### config.mk
export PLATFORM = sky130hd
export DESIGN_NAME = corr_branch_predictor
export DESIGN_NICKNAME = d
export VERILOG_FILES = /design/src/rtl/corr_bp_pkg.sv /design/src/rtl/bp_ghist.sv /design/src/rtl/bp_ctr_bank.sv /design/src/rtl/corr_branch_predictor.sv
export SDC_FILE = /design/constraint.sdc
export NUM_CORES = 1
export LEC_CHECK = 0
export BUFFER_PORTS_ARGS = -buffer_cell sky130_fd_sc_hd__buf_4
export CAP_MARGIN = 20
export CORE_UTILIZATION = 50
export CTS_BUF_LIST = sky130_fd_sc_hd__clkbuf_16
export CTS_CLUSTER_DIAMETER = 100
export CTS_CLUSTER_SIZE = 28
export DETAILED_ROUTE_END_ITERATION = 16
export PLACE_DENSITY = 0.69
export SYNTH_ARGS = -nofsm -noshare
export SYNTH_HDL_FRONTEND = slang
export SYNTH_SLANG_ARGS = --single-unit
export TNS_END_PERCENT = 20
### constraint.sdc
create_clock -name clk -period 7.6 [get_ports clk]
set_input_delay 0.76 -clock clk [delete_from_list [all_inputs] [get_ports clk]]
set_output_delay 0.76 -clock clk [all_outputs]
set_load 0.01 [all_outputs]
### src/rtl/corr_bp_pkg.sv
package corr_bp_pkg;
  localparam int BP_CTR_W   = 2;
  localparam int BP_CTR_MAX = (1 << BP_CTR_W) - 1;
  localparam int BP_CTR_RST = 1;

  typedef logic [BP_CTR_W-1:0] bp_ctr_t;

  // saturating step of one counter
  function automatic bp_ctr_t ctr_next(bp_ctr_t c, logic taken);
    bp_ctr_t r;
    r = c;
    if (taken && c != bp_ctr_t'(BP_CTR_MAX)) r = c + 1'b1;
    else if (!taken && c != '0)              r = c - 1'b1;
    return r;
  endfunction

  // upper half of the range means taken
  function automatic logic ctr_says_taken(bp_ctr_t c);
    return c[BP_CTR_W-1];
  endfunction
endpackage

### src/rtl/bp_ghist.sv
module bp_ghist #(
  parameter int HIST_W = 2
) (
  input  logic              clk,
  input  logic              rst_n,
  input  logic              shift_en,
  input  logic              shift_bit,
  output logic [HIST_W-1:0] hist
);
  always_ff @(posedge clk or negedge rst_n) begin
    if (!rst_n)        hist <= '0;
    else if (shift_en) hist <= {hist[HIST_W-2:0], shift_bit};
  end
endmodule

### src/rtl/bp_ctr_bank.sv
module bp_ctr_bank
  import corr_bp_pkg::*;
#(
  parameter int IDX_W = 4
) (
  input  logic             clk,
  input  logic             rst_n,
  input  logic [IDX_W-1:0] rd_idx,
  output bp_ctr_t          rd_ctr,
  input  logic [IDX_W-1:0] wr_idx,
  output bp_ctr_t          wr_cur,
  input  logic             wr_en,
  input  bp_ctr_t          wr_data
);
  localparam int ENTRIES = 1 << IDX_W;

  bp_ctr_t mem [ENTRIES];

  always_ff @(posedge clk or negedge rst_n) begin
    if (!rst_n) begin
      for (int e = 0; e < ENTRIES; e++) mem[e] <= bp_ctr_t'(BP_CTR_RST);
    end else if (wr_en) begin
      mem[wr_idx] <= wr_data;
    end
  end

  assign rd_ctr = mem[rd_idx];
  assign wr_cur = mem[wr_idx];
endmodule

### src/rtl/corr_branch_predictor.sv
module corr_branch_predictor
  import corr_bp_pkg::*;
#(
  parameter int PC_W    = 32,
  parameter int HIST_W  = 2,
  parameter int IDX_W   = 4,
  parameter int IDX_LSB = 2
) (
  input  logic              clk,
  input  logic              rst_n,
  input  logic [PC_W-1:0]   lk_pc,
  output logic              lk_taken,
  output logic [HIST_W-1:0] lk_hist,
  input  logic              upd_valid,
  input  logic [PC_W-1:0]   upd_pc,
  input  logic [HIST_W-1:0] upd_hist,
  input  logic              upd_taken
);
  localparam int NUM_TABLES = 1 << HIST_W;
  localparam int IDX_MSB    = IDX_LSB + IDX_W - 1;

  logic [IDX_W-1:0] lk_idx, wr_idx;
  logic [HIST_W-1:0] ghist;

  // named internal events for the checker
  logic [NUM_TABLES-1:0]          tbl_we;
  bp_ctr_t                        wr_old_ctr;
  bp_ctr_t                        wr_new_ctr;
  bp_ctr_t [NUM_TABLES-1:0]       rd_all;
  bp_ctr_t [NUM_TABLES-1:0]       cur_all;

  logic unused_pc_bits;
  assign unused_pc_bits = ^{lk_pc[PC_W-1:IDX_MSB+1], lk_pc[IDX_LSB-1:0],
                            upd_pc[PC_W-1:IDX_MSB+1], upd_pc[IDX_LSB-1:0]};

  assign lk_idx = lk_pc[IDX_MSB:IDX_LSB];
  assign wr_idx = upd_pc[IDX_MSB:IDX_LSB];

  bp_ghist #(.HIST_W(HIST_W)) u_hist (
    .clk       (clk),
    .rst_n     (rst_n),
    .shift_en  (upd_valid),
    .shift_bit (upd_taken),
    .hist      (ghist)
  );

  genvar t;
  generate
    for (t = 0; t < NUM_TABLES; t++) begin : g_bank
      assign tbl_we[t] = upd_valid && (upd_hist == HIST_W'(t));
      bp_ctr_bank #(.IDX_W(IDX_W)) u_bank (
        .clk     (clk),
        .rst_n   (rst_n),
        .rd_idx  (lk_idx),
        .rd_ctr  (rd_all[t]),
        .wr_idx  (wr_idx),
        .wr_cur  (cur_all[t]),
        .wr_en   (tbl_we[t]),
        .wr_data (wr_new_ctr)
      );
    end
  endgenerate

  assign wr_old_ctr = cur_all[upd_hist];
  assign wr_new_ctr = ctr_next(wr_old_ctr, upd_taken);

  assign lk_hist  = ghist;
  assign lk_taken = ctr_says_taken(rd_all[ghist]);
endmodule

## Yosys cells after proc, flatten, opt, wreduce, memory -nomap -nowiden

Index checks and enable logic that the tools add are counted.

| storage, ports and cells | value |
|---|---|
| flip-flop bits (word level) | 130 |
| word-level logic and storage cells | 124 |

| cells by class | value |
|---|---|
| add/subtract/negate cells | 2 |
| order comparisons | 5 |
| equality and inequality tests | 4 |
| muxes and demuxes | 36 |
| bitwise gates (word level) | 2 |
| reductions and logical operators | 10 |

Operators by type and width:

| operator | count |
|---|---|
| $bwmux 32 | 4 |
| $bmux 2 s4 | 8 |
| $mux 2 | 21 |
| $ge 5x5->1 const B | 2 |
| $not 4->5 | 2 |
| $bmux 2 s2 | 2 |
| $demux 2 s4 | 1 |
| $logic_and 1x1->1 | 7 |
| $lt 2x3->1 const B | 2 |
| $lt 5x1->1 const B | 1 |
| $eq 2x2->1 const B | 2 |
| $add 2x1->2 const B | 1 |
| $eq 2x1->1 const B | 1 |
| $logic_not 2->1 | 1 |
| $ne 2x2->1 const B | 1 |
| $reduce_bool 2->1 | 1 |
| $sub 2x1->2 const B | 1 |
| $logic_not 1->1 | 1 |

## Depth between registers and ports, before layout

Gate-level depths: netlist (run 1).

| logic depth | value |
|---|---|
| word-level depth | 11 |
| depth in mapped cells | 21 |

## Cells and area by module

From an unflattened synthesis (run 1), not the netlist that was laid out.

| second synthesis, totals | value |
|---|---|
| cells, all modules | 554 |
| area, all modules | 7741.2 um^2 |

Modules (own cells, without submodules):

| module | times used | cells each | area an instance (um^2) | seq. area each (um^2) |
|---|---|---|---|---|
| bp_ctr_bank | 4 | 133 | 1870.5 | 820.8 |
| corr_branch_predictor | 1 | 18 | 186.4 | 0.0 |
| bp_ghist | 1 | 4 | 72.6 | 50.0 |

## Worst setup path before layout (run 1)

Ideal clock, no wire load.

| timing path | value |
|---|---|
| path kind | input port to flip-flop |
| start point | in upd_pc[2] |
| end point | reg g_bank[1].u_bank.mem[1] in the netlist's numbering |
| arrival time | 3804 ps |
| setup slack | 3646 ps |
| stages | 17 |
| cell sequence | buf_6 buf_12 buf_8 buf_12 buf_12 mux2i_1 a22oi_2 a21oi_1 nor4_4 buf_6 nand2_1 o21a_1 ha_1 nor3_1 a31oi_1 clkbuf_1 a41oi_1 |

| between the ends | value |
|---|---|
| cells in the longest elaborated chain, start to end | 11 |
| elaborated cells on any way between the ends | 29 |
| classes of those cells | add/sub: 2; order compare: 2; eq/ne: 1; mux: 19; bitwise: 1; reduce/logical: 4 |

RTL lines:

| item | RTL line | text |
|---|---|---|
| start: declaration | corr_branch_predictor.sv:15 | `input logic [PC_W-1:0] upd_pc,` |
| $not 4->5 (not written as such) (*) | bp_ctr_bank.sv:23, bp_ctr_bank.sv:28 |  |
| parallel branches: the longest is 9 deep, another holds $sub 2x1->2 | -- |  |
| $bwmux 32 (*) | bp_ctr_bank.sv:23 | `mem[wr_idx] <= wr_data;` |
| end signal: indexed assignment | bp_ctr_bank.sv:23 |  |
| end: declaration | bp_ctr_bank.sv:17 | `bp_ctr_t mem [ENTRIES];` |

Mark *: on every way between the ends. The select of a mux whose other input is x is not followed.
A chain may end at the register's enable or synchronous reset.

## Worst setup path after layout (run 1)

| timing path | value |
|---|---|
| start point | in upd_pc[2] |
| end point | reg g_bank[0].u_bank.mem[15] in the netlist's numbering |

| between the ends | value |
|---|---|
| cells in the longest elaborated chain, start to end | 11 |
| elaborated cells on any way between the ends | 29 |
| classes of those cells | add/sub: 2; order compare: 2; eq/ne: 1; mux: 19; bitwise: 1; reduce/logical: 4 |

RTL lines:

| item | RTL line |
|---|---|
| $not 4->5 (not written as such) (*) | bp_ctr_bank.sv:23, bp_ctr_bank.sv:28 |
| parallel branches: the longest is 9 deep, another holds $sub 2x1->2 | -- |
| $bwmux 32 (*) | bp_ctr_bank.sv:23 |
| end signal: indexed assignment | bp_ctr_bank.sv:23 |
| end: declaration | bp_ctr_bank.sv:17 |

Marks and branches as above.

==> results.sh, run 1 <==
export IMPL_htree_levels=4
export IMPL_antenna_cells=0
export IMPL_clkSlewWorstSetupHoldPaths_ns=0.06
export IMPL_grt_pass1_vias=5942
export IMPL_seqPwrFrac=0.416
export IMPL_drv_cap=0
export IMPL_grt_overflow_total=0
export IMPL_root_buffer="clkbuf_16"
export IMPL_syn_area_per_cell_um2=9.62
export IMPL_hold_ws_ns=0.415
export IMPL_relSlewSlack=0.212
export IMPL_p_sw_mw=0.701
export IMPL_yosysWarningCount=0
export IMPL_synth_fp_nets=843
export IMPL_clk_latency_ns=0.42
export IMPL_gp_congestion=0.826
export IMPL_p_sw_frac=0.294
export IMPL_layout_cells_most_common="nand2_1"
export IMPL_yosysSeqAreaShare=0.450
export IMPL_dr_first_iter_drc_count=756
export IMPL_cts_resized=0
export IMPL_pwr_share_comb=0.209
export IMPL_io_buffers=16
export IMPL_cellInternalPower_mw=1.68
export IMPL_fin_setup_tns_ns=0
export IMPL_critPathKind="input port to flip-flop"
export IMPL_synth_top_area_share=0.227
export IMPL_hold_buffers=0
export IMPL_cts_setup_buffers=0
export IMPL_firstDrtPassIters=5
export IMPL_hold_violations=0
export IMPL_layout_common_cells="nand2_1, nor2_1, dfrtp_1"
export IMPL_peakVddDrop_mv=0.210
export IMPL_routed_via_density=6.45
export IMPL_clkPwrFrac=0.375
export IMPL_setup_viol=0
export IMPL_hold_path_class="input port to async pin"
export IMPL_numCtsBuffers=17
export IMPL_grt_setup_unrepaired="no"
export IMPL_status="completed"
export IMPL_synthTopCellsByArea="dfstp_2, dfrtp_1, mux2i_1, mux4_2, nand2_1"
export IMPL_total_power_mw=2.38
export IMPL_grt_total_usage=0.286
export IMPL_antenna_found_initial=0
export IMPL_drive_gt1_frac=0.207
export IMPL_grt_busiest_layer="met2"
export IMPL_cp_max_fo=36
export IMPL_met1_usage=0.397
export IMPL_leakage_nw=3.28
export IMPL_ys_types=46
export IMPL_met3_usage=0.0636
export IMPL_die_x_um=124
export IMPL_grt_max_degree=68
export IMPL_synth_area_um2=7410
export IMPL_cts_sinks=130
export IMPL_core_area_um2=14500
export IMPL_die_area_um2=15300
export IMPL_routed_wirelength_um=20600
export IMPL_area_delta_synth_final_pct=10.9
export IMPL_period_minus_slack_ns=4.95
export IMPL_postSynthCellCount=771
export IMPL_final_antenna_net_count=0
export IMPL_initial_core_util=0.512
export IMPL_grt_util_met2=0.433
export IMPL_remaining_drc_errors=0
export IMPL_fin_worst_skew_ns=0.00782
export IMPL_power_density_nw_per_um2=289
export IMPL_cts_tree="built"
export IMPL_rows=44
export IMPL_final_nets=828
export IMPL_cts_buffer_depth=2
export IMPL_grt_pass1_wl_um=32300
export IMPL_cp_arrival_ns=5.22
export IMPL_cp_data_required_time_ns=7.87
export IMPL_cp_start_kind="input port"
export IMPL_ios=73
export IMPL_chipHeight_um=124
export IMPL_slew_violations=0
export IMPL_post_route_period_util=0.651
export IMPL_wire_per_inst_um=21.6
export IMPL_max_slew_worst_pin_slew_ns=1.18
export IMPL_reg2reg_setup_slack_ns=3.72
export IMPL_dpl_hpwl_um=13400
export IMPL_end_kind="flip-flop"
export IMPL_ys_seq_elements=130
export IMPL_vias=6145
export IMPL_fmax_mhz=202
export IMPL_synth_largest_area_cell="dfstp_2"
-- per-stage QoR --
step	instance area (µm²)	worst slack (ns)	std cells	util
after floorplan	7410	3.65	771	-
after global placement	7540	2.40	918	0.521
after detailed placement	7570	2.27	919	0.523
after CTS	8210	2.71	951	0.567
after global routing	8220	2.46	953	0.568
final	8220	2.65	953	0.568
-- Yosys cell counts, drive strengths merged --
| library cell | number |
|---|---|
| nand2 | 125 |
| nor2 | 89 |
| dfrtp | 66 |
| o21ai | 65 |
| dfstp | 64 |
| a21oi | 56 |
| a31oi | 54 |
| mux2i | 54 |
| clkbuf | 39 |
| mux4 | 29 |
| buf | 25 |
| a22oi | 20 |
| nand3 | 12 |
| a41oi | 11 |
| o31ai | 11 |
| nor3 | 8 |
| nor2b | 7 |
| nand2b | 6 |
| and3 | 3 |
| inv | 3 |
| o22ai | 3 |
| ha | 2 |
| mux2 | 2 |
| nor4 | 2 |
| o21a | 2 |
| o22a | 2 |
| or2 | 2 |
| and2 | 1 |
| and3b | 1 |
| nand3b | 1 |
| nand4 | 1 |
| nor3b | 1 |
| o211ai | 1 |
| or3b | 1 |
| xnor2 | 1 |
| xor2 | 1 |
-- critical path, cell delays in order --
cell	delay, ns
buf_4	0.46
buf_4	0.60
mux2i_1	0.15
a22oi_1	0.27
a21oi_1	0.15
nor4_4	0.26
buf_4	0.33
nand2_1	0.11
o21a_1	0.12
ha_1	0.36
nor3_1	0.10
a31oi_4	0.79
buf_4	0.49
a41oi_1	0.18
-- kinds of logic after synthesis --
| family | Yosys count | synth area share |
|---|---|---|
| AO/OA/AOI/OAI | 225 | 0.181 |
| AND/OR/NAND/NOR | 260 | 0.147 |
| XOR/XNOR | 2 | 0.00236 |
| flip-flops | 130 | 0.450 |
| multiplexers | 85 | 0.168 |
| adder cells (fa/ha/maj) | 2 | 0.00337 |
| buffers and inverters | 67 | 0.0488 |
-- path summary, 6_finish.rpt --
| check | start | endpoint | cells past startpoint |
|---|---|---|---|
| setup / recovery | upd_pc[2] | g_bank[0].u_bank.mem[15] | 14 |
| hold / removal | rst_n | g_bank[0].u_bank.mem[19] | 1 |
| setup reg to reg | g_bank[3].u_bank.mem[3] | g_bank[0].u_bank.mem[15] | 12 |
| hold reg to reg | g_bank[0].u_bank.mem[24] | g_bank[0].u_bank.mem[24] | 2 |
| max in group asynchronous | rst_n | g_bank[3].u_bank.mem[27] | 2 |
| min in group clk | g_bank[0].u_bank.mem[24] | g_bank[0].u_bank.mem[24] | 2 |
-- registers in the layout (all words and copies together), names as in the netlist --
register and count:
g_bank.u_bank.mem 128, u_hist.hist 2
-- final cells by class --
cell class,instances,area (µm²)
clock buffers,17,425
clock inverters,15,215
fillers,1223,6250
inverters,3,11.3
multi-input cells,574,3760
flip-flops and latches,130,3330
well taps,184,230
repair buffers,30,246
-- layer usage --
layer / routed length (µm) / share of wire
met3: 1630 / 0.079
met1: 8830 / 0.43
met2: 9590 / 0.47
met4: 529 / 0.026
met5: 0 / 0
-- power groups by stage --
stage	Combinational, mW	Sequential, mW	Clock (mW)
after CTS	0.493	0.987	0.902
after floorplan	0.365	0.959	0
after detailed placement	0.491	0.997	0
after global placement	0.464	0.983	0
final	0.497	0.990	0.893
after global routing	0.548	1.01	0.932
Power figures use the tool's default switching activity.
==> run 2: changes to the inputs <==
--- a/config.mk
+++ b/config.mk
@@ -12,7 +12,7 @@
 export CTS_CLUSTER_DIAMETER = 100
 export CTS_CLUSTER_SIZE = 28
 export DETAILED_ROUTE_END_ITERATION = 16
-export PLACE_DENSITY = 0.69
+export PLACE_DENSITY = 0.72
 export SYNTH_ARGS = -nofsm -noshare
 export SYNTH_HDL_FRONTEND = slang
 export SYNTH_SLANG_ARGS = --single-unit
==> constraint.sdc (replaced) <==
create_clock -name clk -period 4.32 [get_ports clk]
set_input_delay 0.432 -clock clk [delete_from_list [all_inputs] [get_ports clk]]
set_output_delay 0.432 -clock clk [all_outputs]
set_load 0.01 [all_outputs]
==> results.sh, run 2 (synthesis gave the netlist of run 1 again) <==
export IMPL_r2r_cells=14
export IMPL_fin_ws_ns=0.801
export IMPL_reg2reg_from="g_bank[3].u_bank.mem[12]"
export IMPL_gp_congestion=0.885
export IMPL_grt_setup_unrepaired="no"
export IMPL_cts_resized=0
export IMPL_drive_gt1_frac=0.216
export IMPL_remaining_drc_errors=0
export IMPL_area_delta_synth_final_pct=11.7
export IMPL_placed_area_um2=7650
export IMPL_antenna_cells=0
export IMPL_cp_max_fo=40
export IMPL_die_area_um2=15300
export IMPL_numCtsBuffers=17
export IMPL_final_antenna_net_count=0
export IMPL_initial_core_util=0.512
export IMPL_leakage_nw=3.34
export IMPL_max_slew_worst_pin_slew_ns=1.10
export IMPL_critPathSlowestCell="mux4_1"
export IMPL_antenna_found_initial=0
export IMPL_grt_pass1_wl_um=32600
export IMPL_clkSlewWorstSetupHoldPaths_ns=0.06
export IMPL_dr_first_iter_drc_count=671
export IMPL_final_cells=966
export IMPL_period_minus_slack_ns=3.52
export IMPL_cts_sinks=130
export IMPL_vias=6212
export IMPL_largest_register="g_bank.u_bank.mem"
export IMPL_clk_latency_ns=0.43
export IMPL_grt_total_usage=0.291
export IMPL_place_inst=933
export IMPL_total_power_mw=4.11
export IMPL_rows=44
export IMPL_cts_setup_buffers=0
export IMPL_slew_violations=0
export IMPL_root_buffer="clkbuf_16"
export IMPL_hold_ws_ns=0.0866
export IMPL_dpl_hpwl_um=13800
export IMPL_layout_cells_most_common="nand2_1"
export IMPL_final_cell_area_um2=8280
export IMPL_reg2reg_setup_slack_ns=0.83
export IMPL_setup_viol=0
export IMPL_relSlewSlack=0.263
export IMPL_grt_max_degree=59
export IMPL_peakVddDrop_mv=0.343
export IMPL_fmax_mhz=284
export IMPL_final_core_util=0.572
export IMPL_io_buffers=16
export IMPL_critPathMaxStageDelay_ns=0.60
export IMPL_top_regs="g_bank.u_bank.mem: 128 flops, u_hist.hist: 2 flops"
export IMPL_final_nets=842
export IMPL_drv_cap=0
export IMPL_firstDrtPassIters=8
export IMPL_routed_wirelength_um=20500
export IMPL_hold_violations=0
export IMPL_cp_data_required_time_ns=4.62
export IMPL_layout_common_cells="nand2_1, nor2_1, dfrtp_1"
export IMPL_routed_via_density=6.43
export IMPL_wire_per_inst_um=21.3
export IMPL_status="completed"
export IMPL_cp_buffers_inverters=3
export IMPL_r2r_end="g_bank[1].u_bank.mem[13]"
export IMPL_grt_overflow_total=0
export IMPL_fin_worst_skew_ns=0.00822
export IMPL_critPathKind="input port to flip-flop"
export IMPL_die_x_um=124
export IMPL_cp_cell_sequence="buf_4, mux4_1, mux2i_1, o22a_1, and3_1, nand2_1, o21a_1, ha_1, inv_1, nand2_1, o22ai_1, nor2_1, o21ai_4, buf_4, a31oi_1"
export IMPL_ios=73
export IMPL_chipHeight_um=124
export IMPL_fin_setup_tns_ns=0
export IMPL_core_area_um2=14500
export IMPL_post_route_period_util=0.815
export IMPL_critical_path_top_delay_family="compound AO/OA/AOI/OAI gates"
export IMPL_cts_tree="built"
export IMPL_htree_levels=4
export IMPL_hold_buffers=0
export IMPL_cp_arrival_ns=3.81
export IMPL_end_kind="flip-flop"
export IMPL_grt_pass1_vias=6130
export IMPL_power_density_nw_per_um2=496
export IMPL_cp_start_kind="input port"
export IMPL_cts_buffer_depth=2
export IMPL_place_ws_ns=0.0692
export IMPL_largest_reg_flops=128
export IMPL_hold_path_class="input port to async pin"
run 2: cell types whose count changed in the layout (fill, tap and decap cells not counted):
| cell | change |
|---|---|
| buf_4 | +15 |
| bufinv_16 | -1 |
| buf_12 | +1 |
| clkinv_1 | +1 |
| clkinv_4 | -1 |
| inv_1 | +2 |
| buf_16 | -1 |
| clkinvlp_4 | -2 |
| clkbuf_2 | -1 |
run 2: layout make-up:
class                           count  area (µm²)
Clock buffer                       17         425
Clock inverter                     14         173
Fill cell                        1258        6200
Inverter                            3        11.3
Multi-Input combinational cell    574        3760
Sequential cell                   130        3330
Tap cell                          184         230
Timing Repair Buffer               44         347
run 2: worst max-delay path by stage:
stage,start,endpoint,cells past startpoint
floorplan,upd_pc[2],g_bank[1].u_bank.mem[1],17
global placement,upd_pc[2],g_bank[0].u_bank.mem[25],11
detailed placement,upd_pc[2],g_bank[0].u_bank.mem[31],11
CTS,upd_pc[2],g_bank[0].u_bank.mem[31],11
global route,upd_pc[2],g_bank[1].u_bank.mem[9],15
finish,upd_pc[2],g_bank[1].u_bank.mem[13],15
run 2: per-layer routing:
| metal | GRT usage | vias up | share of wire |
|---|---|---|---|
| met1 | 0.367 | 3019 | 0.40 |
| met3 | 0.0769 | 62 | 0.085 |
| met2 | 0.459 | 307 | 0.47 |
| met4 | 0.150 | 0 | 0.037 |
| met5 | 0 | - | 0 |
| li1 | - | 2824 | - |
run 2: power breakdown:
part | leakage [nW] | switching (mW) | internal, mW | total, mW
logic | 1.53 | 0.500 | 0.380 | 0.879
registers | 1.50 | 0.179 | 1.56 | 1.74
clock network | 0.304 | 0.538 | 0.949 | 1.49
